==> config.mk <==
export PLATFORM = sky130hd
export DESIGN_NAME = xpt_io_cell
export DESIGN_NICKNAME = d
export VERILOG_FILES = /design/src/rtl/xpt_pkg.sv /design/src/rtl/xpt_sel_mux.sv /design/src/rtl/xpt_ctl_src.sv /design/src/rtl/xpt_store.sv /design/src/rtl/xpt_io_cell.sv
export SDC_FILE = /design/constraint.sdc
export NUM_CORES = 1
export LEC_CHECK = 0
export ABC_AREA = 1
export BUFFER_PORTS_ARGS = -buffer_cell sky130_fd_sc_hd__buf_4
export CAP_MARGIN = 5
export CORE_UTILIZATION = 45
export CTS_CLUSTER_DIAMETER = 150
export DETAILED_ROUTE_END_ITERATION = 8
export PLACE_DENSITY = 0.78
export SYNTH_ARGS = -nofsm -noshare
export SYNTH_HDL_FRONTEND = slang
export SYNTH_SLANG_ARGS = --single-unit
==> constraint.sdc <==
create_clock -name clk -period 3.9 [get_ports clk]
set_input_delay 0.585 -clock clk [delete_from_list [all_inputs] [get_ports clk]]
set_output_delay 0.585 -clock clk [all_outputs]
set_load 0.02 [all_outputs]
==> src/rtl/xpt_pkg.sv <==
package xpt_pkg;
  typedef enum logic {
    PATH_OUT = 1'b0,
    PATH_IN  = 1'b1
  } path_e;
endpackage

==> src/rtl/xpt_sel_mux.sv <==
module xpt_sel_mux #(
  parameter int N_SEL = 4,
  parameter int SIW   = 2
) (
  input  logic [N_SEL-1:0] sel_lines,
  input  logic [SIW-1:0]   s1_idx,
  input  logic [SIW-1:0]   s0_idx,
  input  logic [3:0]       m_in,
  output logic [1:0]       code,
  output logic             y
);
  logic s1, s0;

  always_comb begin
    s1 = 1'b0;
    s0 = 1'b0;
    for (int i = 0; i < N_SEL; i++) begin
      if (s1_idx == SIW'(i)) s1 = sel_lines[i];
      if (s0_idx == SIW'(i)) s0 = sel_lines[i];
    end
  end

  assign code = {s1, s0};

  always_comb begin
    unique case (code)
      2'b00:   y = m_in[0];
      2'b01:   y = m_in[1];
      2'b10:   y = m_in[2];
      default: y = m_in[3];
    endcase
  end
endmodule

==> src/rtl/xpt_ctl_src.sv <==
module xpt_ctl_src #(
  parameter int N_DCLK = 2,
  parameter int N_SHIO = 4,
  parameter int N_GEN  = 2,
  parameter int CIW    = 2
) (
  input  logic [N_DCLK-1:0] dclk_pins,
  input  logic [N_SHIO-1:0] shio_pins,
  input  logic [N_GEN-1:0]  gclken,
  input  logic              clk_ded,
  input  logic [CIW-1:0]    clk_idx,
  input  logic              clk_inv,
  input  logic              en_glb,
  input  logic [CIW-1:0]    en_idx,
  input  logic              en_inv,
  output logic              gate,
  output logic              en
);
  logic ded_v, shc_v, glb_v, she_v;

  always_comb begin
    ded_v = 1'b0;
    shc_v = 1'b0;
    glb_v = 1'b0;
    she_v = 1'b0;
    for (int i = 0; i < N_DCLK; i++)
      if (clk_idx == CIW'(i)) ded_v = dclk_pins[i];
    for (int i = 0; i < N_SHIO; i++) begin
      if (clk_idx == CIW'(i)) shc_v = shio_pins[i];
      if (en_idx  == CIW'(i)) she_v = shio_pins[i];
    end
    for (int i = 0; i < N_GEN; i++)
      if (en_idx == CIW'(i)) glb_v = gclken[i];
  end

  assign gate = (clk_ded ? ded_v : shc_v) ^ clk_inv;
  assign en   = (en_glb  ? glb_v : she_v) ^ en_inv;
endmodule

==> src/rtl/xpt_store.sv <==
module xpt_store (
  input  logic clk,
  input  logic rst,
  input  logic latch_mode,
  input  logic gate,
  input  logic en,
  input  logic d,
  output logic q_nxt,
  output logic q
);
  logic gate_prev;

  always_comb begin
    q_nxt = q;
    if (latch_mode) begin
      if (gate) q_nxt = d;
    end else if (gate && !gate_prev && en) begin
      q_nxt = d;
    end
  end

  always_ff @(posedge clk) begin
    if (rst) begin
      q         <= 1'b0;
      gate_prev <= 1'b0;
    end else begin
      q         <= q_nxt;
      gate_prev <= gate;
    end
  end


  store_reset_chk: assert property (@(posedge clk) rst |=> !q);


  reg_hold_chk: assert property (@(posedge clk) disable iff (rst)
    (!latch_mode && !(gate && !gate_prev && en)) |=> $stable(q));


  latch_follow_chk: assert property (@(posedge clk) disable iff (rst)
    (latch_mode && gate) |=> (q == $past(d)));


  latch_hold_chk: assert property (@(posedge clk) disable iff (rst)
    (latch_mode && !gate) |=> $stable(q));
endmodule

==> src/rtl/xpt_io_cell.sv <==
module xpt_io_cell
  import xpt_pkg::*;
#(
  parameter int N_SEL  = 4,
  parameter int N_DCLK = 2,
  parameter int N_SHIO = 4,
  parameter int N_GEN  = 2,
  parameter int SIW    = (N_SEL > 1) ? $clog2(N_SEL) : 1,
  parameter int MAXP   = (N_DCLK > N_SHIO) ? ((N_DCLK > N_GEN) ? N_DCLK : N_GEN)
                                           : ((N_SHIO > N_GEN) ? N_SHIO : N_GEN),
  parameter int CIW    = (MAXP > 1) ? $clog2(MAXP) : 1
) (
  input  logic              clk,
  input  logic              rst,
  input  logic [3:0]        m_in,
  input  logic [N_SEL-1:0]  sel_lines,
  input  logic              pad_in,
  input  logic [N_DCLK-1:0] dclk_pins,
  input  logic [N_SHIO-1:0] shio_pins,
  input  logic [N_GEN-1:0]  gclken,
  input  logic [SIW-1:0]    cfg_s1_idx,
  input  logic [SIW-1:0]    cfg_s0_idx,
  input  logic              cfg_path,
  input  logic              cfg_latch,
  input  logic              cfg_bypass,
  input  logic              cfg_clk_ded,
  input  logic [CIW-1:0]    cfg_clk_idx,
  input  logic              cfg_clk_inv,
  input  logic              cfg_en_glb,
  input  logic [CIW-1:0]    cfg_en_idx,
  input  logic              cfg_en_inv,
  input  logic              cfg_out_inv,
  output logic              pad_out,
  output logic              route_out
);
  path_e      path;
  logic [1:0] mux_code;
  logic       mux_y, gate, en, d, q_nxt, q;
  logic       pad_nxt, route_nxt;

  assign path = path_e'(cfg_path);

  xpt_sel_mux #(.N_SEL(N_SEL), .SIW(SIW)) u_mux (
    .sel_lines(sel_lines), .s1_idx(cfg_s1_idx), .s0_idx(cfg_s0_idx),
    .m_in(m_in), .code(mux_code), .y(mux_y)
  );

  xpt_ctl_src #(.N_DCLK(N_DCLK), .N_SHIO(N_SHIO), .N_GEN(N_GEN), .CIW(CIW)) u_src (
    .dclk_pins(dclk_pins), .shio_pins(shio_pins), .gclken(gclken),
    .clk_ded(cfg_clk_ded), .clk_idx(cfg_clk_idx), .clk_inv(cfg_clk_inv),
    .en_glb(cfg_en_glb), .en_idx(cfg_en_idx), .en_inv(cfg_en_inv),
    .gate(gate), .en(en)
  );

  assign d = (path == PATH_IN) ? pad_in : mux_y;

  xpt_store u_store (
    .clk(clk), .rst(rst), .latch_mode(cfg_latch), .gate(gate), .en(en),
    .d(d), .q_nxt(q_nxt), .q(q)
  );

  always_comb begin
    pad_nxt   = mux_y;
    route_nxt = pad_in;
    if (!cfg_bypass) begin
      if (path == PATH_OUT) pad_nxt   = q_nxt;
      else                  route_nxt = q_nxt;
    end
  end

  always_ff @(posedge clk) begin
    if (rst) begin
      pad_out   <= 1'b0;
      route_out <= 1'b0;
    end else begin
      pad_out   <= pad_nxt ^ cfg_out_inv;
      route_out <= route_nxt;
    end
  end


  out_reset_chk: assert property (@(posedge clk) rst |=> (!pad_out && !route_out));


  bypass_pad_chk: assert property (@(posedge clk) disable iff (rst)
    cfg_bypass |=> (pad_out == $past(mux_y ^ cfg_out_inv)));


  bypass_route_chk: assert property (@(posedge clk) disable iff (rst)
    cfg_bypass |=> (route_out == $past(pad_in)));


  inpath_pad_chk: assert property (@(posedge clk) disable iff (rst)
    (cfg_path && !cfg_bypass) |=> (pad_out == $past(mux_y ^ cfg_out_inv)));


  outpath_route_chk: assert property (@(posedge clk) disable iff (rst)
    (!cfg_path && !cfg_bypass) |=> (route_out == $past(pad_in)));


  outpath_pad_chk: assert property (@(posedge clk) disable iff (rst)
    (!cfg_path && !cfg_bypass) |=> (pad_out == (q ^ $past(cfg_out_inv))));


  inpath_route_chk: assert property (@(posedge clk) disable iff (rst)
    (cfg_path && !cfg_bypass) |=> (route_out == q));
endmodule

# Yosys cells after proc, flatten, opt, wreduce, memory -nomap -nowiden
# Cells that the tools add are included.
[classes]
mux = 31
n_bitwise = 3
n_reduce_logical = 8
eq_ne = 14
[op_table]
columns = ["operator", "n"]
rows = [
  ["1-bit 2-to-1 mux", 30],
  ["2-bit equality test (second input constant)", 9],
  ["2-bit by 1-bit equality test with 1-bit output (second input constant)", 5],
  ["2-bit logical NOT", 5],
  ["1-bit one-hot mux with 3 select lines", 1],
  ["1-bit XOR", 3],
  ["1-bit logical AND", 2],
  ["1-bit logical NOT", 1],
]
[word_totals]
regBits = 4
out_inout_bits = 2
input_bits = 35
word_cells = 60

# Logic depth before layout (Yosys ltp)
# Gate-level depths: netlist of the first run.
[depth]
ltp_word = 14
mapped_depth = 14
depth_no_buf = 14

# Hierarchy
# Synthesis of the first run repeated with hierarchy kept, for this count alone.
[unflattened]
cells_unflattened = 116
hier_area_um2 = 601.8
[by_module_without_submodules]
columns = ["module", "cells_each", "seq_area_each_um2", "area_each_um2", "n_inst"]
rows = [
  ["xpt_ctl_src", 52, 0.0, 235.2, 1],
  ["xpt_sel_mux", 32, 0.0, 152.6, 1],
  ["xpt_io_cell", 19, 40.0, 111.4, 1],
  ["xpt_store", 13, 40.0, 102.6, 1],
]

# Worst setup path before layout of the first run
# No wires, ideal clock.
[synth_path]
path_type = "input-to-reg"
start = "input port cfg_en_idx[1]"
end = "register route_out"
setup_time_ns = 0.109
path_stages = 14
t_required_ns = 3.791
arrival_time_ns = 1.514
slack_ns = 2.277
path_buffers = 0
cell_sequence = "inv_1 -> o21a_1 -> nand2_1 -> nand2_1 -> nand2_1 -> nand2_1 -> nand3_2 -> nor2_2 -> nand3_2 -> nand3_2 -> and2_4 -> nand3_2 -> nand2_1 -> inv_1"
[synth_via]
elab_chain_len = 12
word_cells_on_any_way = 17
cone_classes = "eq/ne: 3; mux: 11; bitwise: 1; reduce/logical: 2"
[synth_lines]
columns = ["element", "line_no", "rtl"]
rows = [
  ["start, declared", "xpt_io_cell.sv:30", "input logic [CIW-1:0] cfg_en_idx,"],
  ["2-bit logical NOT", "xpt_ctl_src.sv:30, xpt_ctl_src.sv:33", ""],
  ["1-bit 2-to-1 mux (4 in series)", "xpt_ctl_src.sv:30", "if (en_idx == CIW'(i)) she_v = shio_pins[i];"],
  ["1-bit 2-to-1 mux *", "xpt_ctl_src.sv:37", "assign en = (en_glb ? glb_v : she_v) ^ en_inv;"],
  ["1-bit XOR *", "xpt_ctl_src.sv:37", ""],
  ["1-bit logical AND *", "xpt_store.sv:17", "end else if (gate && !gate_prev && en) begin"],
  ["1-bit 2-to-1 mux *", "xpt_store.sv:17", ""],
  ["1-bit 2-to-1 mux *", "xpt_store.sv:15", "if (latch_mode) begin"],
  ["1-bit 2-to-1 mux *", "xpt_io_cell.sv:66", "if (path == PATH_OUT) pad_nxt = q_nxt;"],
  ["1-bit 2-to-1 mux *", "xpt_io_cell.sv:65", "if (!cfg_bypass) begin"],
  ["end signal, assigned", "xpt_io_cell.sv:77", "route_out <= route_nxt;"],
  ["end, declared", "xpt_io_cell.sv:34", "output logic route_out"],
]
# Mark *: on every way between the ends. The rest lies on a longest branch, timed or not.
# A chain may end at the register's enable or synchronous reset.

# Worst setup path after layout of the first run
[layout_path]
start = "input port cfg_clk_idx[0]"
end = "register route_out"
[layout_via]
elab_chain_len = 13
word_cells_on_any_way = 19
cone_classes = "eq/ne: 3; mux: 12; bitwise: 1; reduce/logical: 3"
[layout_lines]
columns = ["element", "line_no", "rtl"]
rows = [
  ["start, declared", "xpt_io_cell.sv:27", "input logic [CIW-1:0] cfg_clk_idx,"],
  ["2-bit logical NOT", "xpt_ctl_src.sv:27, xpt_ctl_src.sv:29", ""],
  ["1-bit 2-to-1 mux (4 in series)", "xpt_ctl_src.sv:29", "if (clk_idx == CIW'(i)) shc_v = shio_pins[i];"],
  ["1-bit 2-to-1 mux *", "xpt_ctl_src.sv:36", "assign gate = (clk_ded ? ded_v : shc_v) ^ clk_inv;"],
  ["1-bit XOR *", "xpt_ctl_src.sv:36", ""],
  ["1-bit logical AND (2 in series)", "xpt_store.sv:17", ""],
  ["1-bit 2-to-1 mux", "xpt_store.sv:17", ""],
  ["1-bit 2-to-1 mux *", "xpt_store.sv:15", ""],
  ["1-bit 2-to-1 mux *", "xpt_io_cell.sv:66", ""],
  ["1-bit 2-to-1 mux *", "xpt_io_cell.sv:65", ""],
]
# Marked as above.

==> results.md, run 1 <==
- Status: finished clean
- Clock sink total: 4
- Rows: 13
- Utilization after layout: 0.7221
- Non-filler cells in the finished layout: about 160
- Largest area contributor in the netlist: nand3_2
- Synth Area in Compound Gates: 0.07171
- Largest family of logic cells by synthesized area: simple AND/OR/NAND/NOR gates
- Fin crit share: 0.4202
- Starting density of the core: 0.4827
- Total Die Area: 0.001549 mm2
- CP Max Fanout: 5
- Diode count: 0
- Cts-stage hold buffer count: 0
- Mapped Cells: between 100 and 150
- Fin. max-slew vios: 0
- Overflow after GRT: 0
- Top FF cell, synth: dfxtp_1
- DIE WIDTH: 39.36 um
- Reg2reg end: route_out
- Wirelength, routed: 1425 um
- Syn avg cell area: 5.710 um2
- EDFF count, synth: 0
- Syn Nets: around 150
- Crit path to: route_out
- Crit-path slowest cell: and2_4
- Setup crit end kind: flip-flop
- Max-cap violations: 0
- Post-DP HPWL: between 1000 and 1500 um
- R2r worst-path depth: 9
- CP Cell Sequence: buf_4 > inv_2 > nand2_1 > nand3_2 > nand3_1 > nand3_1 > nand2_2 > nor2_2 > nand3_2 > nand3_2 > and2_4 > nand3_2 > nand2_1 > inv_1
- Share of cells above drive strength 1: 0.4228
- Routed vias/inst: 4.762
- Min Clock Period, post-route: 1639 ps
- First-pass GRT wire length: around 2100 um
- Remaining antenna violation count: 0
- Synth cell types: 19
- CP startpoint kind: input pin
- Post-synthesis simple-gate area fraction: 0.6633
- Synth cell count leaders: 30 x nand2_1, 21 x inv_1, 14 x nand3_1
- Worst hold slack: about 540 ps
- Setup-failing EPs final: 0
- Crit path kind: input pin to flip-flop
- Remaining DRCs: 0
- Footprint of the multi-input gates: 461.7 um2
- First drt pass iteration count: 4
- Placed cell count: between 150 and 200
- Slew margin rel.: 0.8219
- Setup TNS: 0 ps
- Ys Warns: 0
- CP top delay family: simple AND/OR/NAND/NOR gates
- Maximum vdd drop: 172.2 uV
- Vias: 781
- 1st-iter DRT viols: 13
- Area contributors post-synth: nand3_2 19%, nand2_1 18%, dfxtp_1 13%, inv_1 13%, nand3_1 11%
- Antenna violations before repair: 0
- P&R area growth vs syn: 49.60%
- Max stage delay on crit path: 150 ps
- Number of global-route vias before repair: between 500 and 600
- Filler Cell Count: 113
- Pwr Density: 210.0 mW/mm2
- TritonCTS clock tree: done
- Clock tree buffer depth: 2
- CP most frequent cell: nand3_2
- Final hold violation count: 0
- Core footprint: 0.001301 mm2
- Overall power: 0.0001973 W
- Ports: 37
- Clk Tree Root Cell: clkbuf_4
- Cts repair resizes: 0
- Worst-path clk slew: roughly 40 ps
- WL per Instance: 8.689 um
- Hold WC Path Type: input pin to flip-flop
- Crit path required time: 4030 ps
- Actual slew at the worst max-slew pin: 264.3 ps
- Share of the synthesized area in the top cell type: 0.1912
- F_max: 0.6102 GHz
- Critical Path Stages: 14
- Reg2reg start: u_store.gate_prev
- Buffers on Ports: 36
- Pin count of the biggest net entering global routing: 7
- Total track usage: 0.1885
- Mapped Area: approximately 630 um2
- Layout Nets: between 150 and 200
- Mux share of post-synthesis cell area: 0
- Reg2Reg Setup Slack: 2840 ps
- Post-Synth Adder-Cell Area: 0
- Die extent in y: 39.36 um
- Sequential share of the synthesized area: 0.1275
- Postcts setup bufs: 0
- Clk_lat worst skew: 230 ps
- Leakage: 0.5527 nW
- GP Congestion: 0.8076
- Critical Path AT: 1770 ps
- Critical Path Start: cfg_clk_idx[0]
- Synth Area in XOR/XNOR: 0
- Synthesized flop and latch total: 4
- Most common cell in the netlist: nand2_1
- Worst path bufs/invs: 3
- Sequential cell area: 80.08 um2
- # H-tree levels: 1
- FFs w/ async S/R, synth: 0
- Cts bufs inserted: 3
- RSZ-0062 raised after global routing: false
- Setup Skew: between 2 and 2.5 ps
per-stage QoR:
| step | cell area, um2 | setup WS (ps) |
|---|---|---|
| detailed placement | 917.1 | 2033 |
| global route | 939.7 | 2140 |
| CTS | 939.7 | 2267 |
| finish | 939.7 | 2261 |
| floorplan | 628.1 | 2277 |
| global placement | 917.1 | 2049 |
cell families (layout without fill, tap and decap cells):
logic type | Yosys count | count (layout)
AOI/OAI and AO/OA | 7 | 7
and+or+nand+nor | 76 | 76
buffers and inverters | 23 | 62
DFF | 4 | 4
per-layer routing:
metal	GRT usage	wire length [um]	vias up	part of all wire
met4	0.02586	0	0	0
met5	0	0	-	0
li1	-	-	428	-
met2	0.3542	706	28	0.50
met3	0.01705	81	0	0.057
met1	0.2323	637	325	0.45
registers in the layout, indices dropped and copies added, names as in the netlist:
register and cells:
u_store.q 1, u_store.gate_prev 1, route_out 1, pad_out 1
cells in the final DEF, fill, tap and decap left out, types with 2 or more instances in the layout:
cell	netlist	routed
nand2_1	30	30
nand3_1	14	14
nand3b_1	2	2
inv_2	2	2
o21ai_0	2	2
buf_4	0	36
nand2_2	5	5
dfxtp_1	4	4
nor2_1	6	6
inv_1	21	21
clkbuf_4	0	3
a21oi_1	2	2
nor2_2	3	3
nand3_2	12	12
how the worst min path moves through the flow:
| stage | from | endpoint | depth (start not counted) |
|---|---|---|---|
| 2_1_floorplan | rst | u_store.q | 1 |
| 3_3_place_gp | u_store.q | u_store.q | 5 |
| 3_5_place_dp | u_store.q | u_store.q | 5 |
| 4_1_cts | rst | u_store.q | 2 |
| 5_1_grt | rst | u_store.q | 2 |
| 6_report | rst | u_store.q | 2 |
area by class of cell:
| type | count | share of cell area |
|---|---|---|
| Inverter | 23 | 0.09188 |
| Clock buffer | 3 | 0.02397 |
| Sequential cell | 4 | 0.08522 |
| Tap cell | 15 | 0.01997 |
| Timing Repair Buffer | 36 | 0.2876 |
| Multi-Input combinational cell | 83 | 0.4913 |
power breakdown:
part	internal [W]	total [W]	switching, W	leakage, nW
clock network	0.0000343	0.0000494	0.0000151	0.0138
registers	0.0000453	0.0000462	0.000000981	0.0333
logic	0.0000503	0.000102	0.0000514	0.506
Power figures use the tool's default switching activity.
==> run 2: changes to the inputs <==
--- a/config.mk
+++ b/config.mk
@@ -8,10 +8,10 @@
 export ABC_AREA = 1
 export BUFFER_PORTS_ARGS = -buffer_cell sky130_fd_sc_hd__buf_4
 export CAP_MARGIN = 5
-export CORE_UTILIZATION = 45
+export CORE_UTILIZATION = 38
 export CTS_CLUSTER_DIAMETER = 150
 export DETAILED_ROUTE_END_ITERATION = 8
-export PLACE_DENSITY = 0.78
+export PLACE_DENSITY = 0.7
 export SYNTH_ARGS = -nofsm -noshare
 export SYNTH_HDL_FRONTEND = slang
 export SYNTH_SLANG_ARGS = --single-unit
==> constraint.sdc (replaced) <==
create_clock -name clk -period 1.35 [get_ports clk]
set_input_delay 0.2025 -clock clk [delete_from_list [all_inputs] [get_ports clk]]
set_output_delay 0.2025 -clock clk [all_outputs]
set_load 0.02 [all_outputs]
==> run 2 against run 1 <==
Power rose to 3.1 times the previous value. Die area rose by 17%. Global-route usage fell by 2.0 points. Sequential power rose to 2.9 times the previous value. Flip-flop and latch count did not move. Cell count rose by 2.4%. Worst hold slack got worse by 380 ps. First-iteration DRC count fell by 92%. Register-to-register slack got worse by 2600 ps. Sequential share of layout area fell by 0.80 points. Wire length rose by 9.5%. Largest cell class unchanged. Largest power group unchanged.
==> results.md, run 2 (synthesis gave the netlist of run 1 again) <==
- Placed Area: 933.4 um2
- Most common cell after layout, fill and taps aside: buf_4
- Slew margin rel.: 0.7947
- Total Die Area: 0.001819 mm2
- Antenna violations before repair: 0
- Crit path kind: input pin to flip-flop
- Critical Path AT: 1400 ps
- RSZ-0062 raised after global routing: true
- Maximum vdd drop: 642.9 uV
- Status: finished clean
- Starting density of the core: 0.4122
- Overall power: 0.0006067 W
- Cts-stage hold buffer count: 0
- Worst hold slack: 162.4 ps
- Pre-CTS WS: -162.0 ps
- Clock sink total: 4
- Core footprint: 0.001524 mm2
- Max-cap violations: 0
- Wirelength, routed: 1560 um
- Clock tree buffer depth: 2
- Reg2Reg Setup Slack: 220 ps
- Final hold violation count: 0
- Rows: 14
- Filler Cell Count: 151
- First drt pass iteration count: 4
- Pin count of the biggest net entering global routing: 7
- Layout Nets: 189
- P&R area growth vs syn: 65.14%
- Ports: 37
- Share of cells above drive strength 1: 0.5658
- Min Clock Period, post-route: about 1300 ps
- # H-tree levels: 1
- CP Max Fanout: 2
- Vias: 793
- Diode count: 0
- DIE WIDTH: 42.66 um
- Die extent in y: 42.66 um
- Layout Cell Area excl Fill: about 0.0010 mm2
- Utilization after layout: 0.6806
- GP Congestion: 0.7848
- Cts bufs inserted: 3
- Setup-failing EPs final: 0
- Most frequent cells in the layout: 37 x buf_4, 21 x nand2_1, 18 x nand3_2
- First-pass GRT wire length: ~2500 um
- WL per Instance: 9.286 um
- Buffers on Ports: 36
- Number of global-route vias before repair: 687
- Fin. max-slew vios: 0
- Hold WC Path Type: input pin to flip-flop
- Clk_lat worst skew: 220 ps
- Total track usage: 0.1683
- 1st-iter DRT viols: 1
- Fin crit share: 0.9450
- Crit path required time: 1470 ps
- Post-DP HPWL: 1289 um
- Worst-path clk slew: ~30 ps
- Actual slew at the worst max-slew pin: between 300 and 400 ps
- Remaining antenna violation count: 0
- Overflow after GRT: 0
- F_max: 0.7838 GHz
- CP startpoint kind: input pin
- Leakage: 0.5801 nW
- Remaining DRCs: 0
- TritonCTS clock tree: done
- Setup crit end kind: flip-flop
- Clk Tree Root Cell: clkbuf_4
- Routed vias/inst: 4.720
- Setup Skew: 0.5524 ps
- Final WS setup: 74.19 ps
- Pwr Density: 584.9 mW/mm2
-- run 2: worst paths after layout --
path              cells past startpoint         startpoint           endpoint
setup / recovery                     14       shio_pins[2]          route_out
hold / removal                        2                rst  u_store.gate_prev
setup reg to reg                      9  u_store.gate_prev          route_out
hold reg to reg                       5          u_store.q          u_store.q
-- run 2: area by class of cell --
class / instances / area [um2] / share of cell area
repair buffers: 39 / 304.0 / 0.2931
flip-flops and latches: 4 / 80.08 / 0.07720
multi-input cells: 83 / 519.2 / 0.5006
well taps: 16 / 20.02 / 0.01930
clock buffers: 3 / 22.52 / 0.02171
inverters: 23 / 91.34 / 0.08806
-- run 2: where the power goes --
group,total [W],switching [W],leakage (nW),internal (W)
clock,0.000137,0.0000380,0.0138,0.0000987
combinational,0.000336,0.000169,0.533,0.000167
sequential,0.000134,0.00000294,0.0333,0.000131
total,0.000607,0.000210,0.580,0.000397
-- run 2: stage by stage --
step           std cells  TNS (ps)
3_3_place_gp         164    -256.8
5_1_grt              168    -23.23
6_report             168         0
4_1_cts              167         0
3_5_place_dp         164    -367.1
2_1_floorplan        110         0
-- run 2: per-layer routing --
layer / GRT usage / wire (um)
met3: 0 / 49
met1: 0.2098 / 668
met5: 0 / 0
met2: 0.3273 / 843
met4: 0.01875 / 0
-- run 2: timing repair --
action / in CTS / in global routing
resized for setup: 0 / 27
buffers inserted: 0 / 1
endpoints found under the setup margin: 0 / 3
-- run 2: worst max-delay path: stages --
cell      delay, ps
buf_4           100
inv_1            90
nand2_2          60
nand3_2          60
nand3b_1        120
nand3_2         120
nand3_2          70
nor2_2          110
nand3_2          70
nand3_2          80
and2_4          150
nand3_2          70
nand2_2          70
inv_2            30
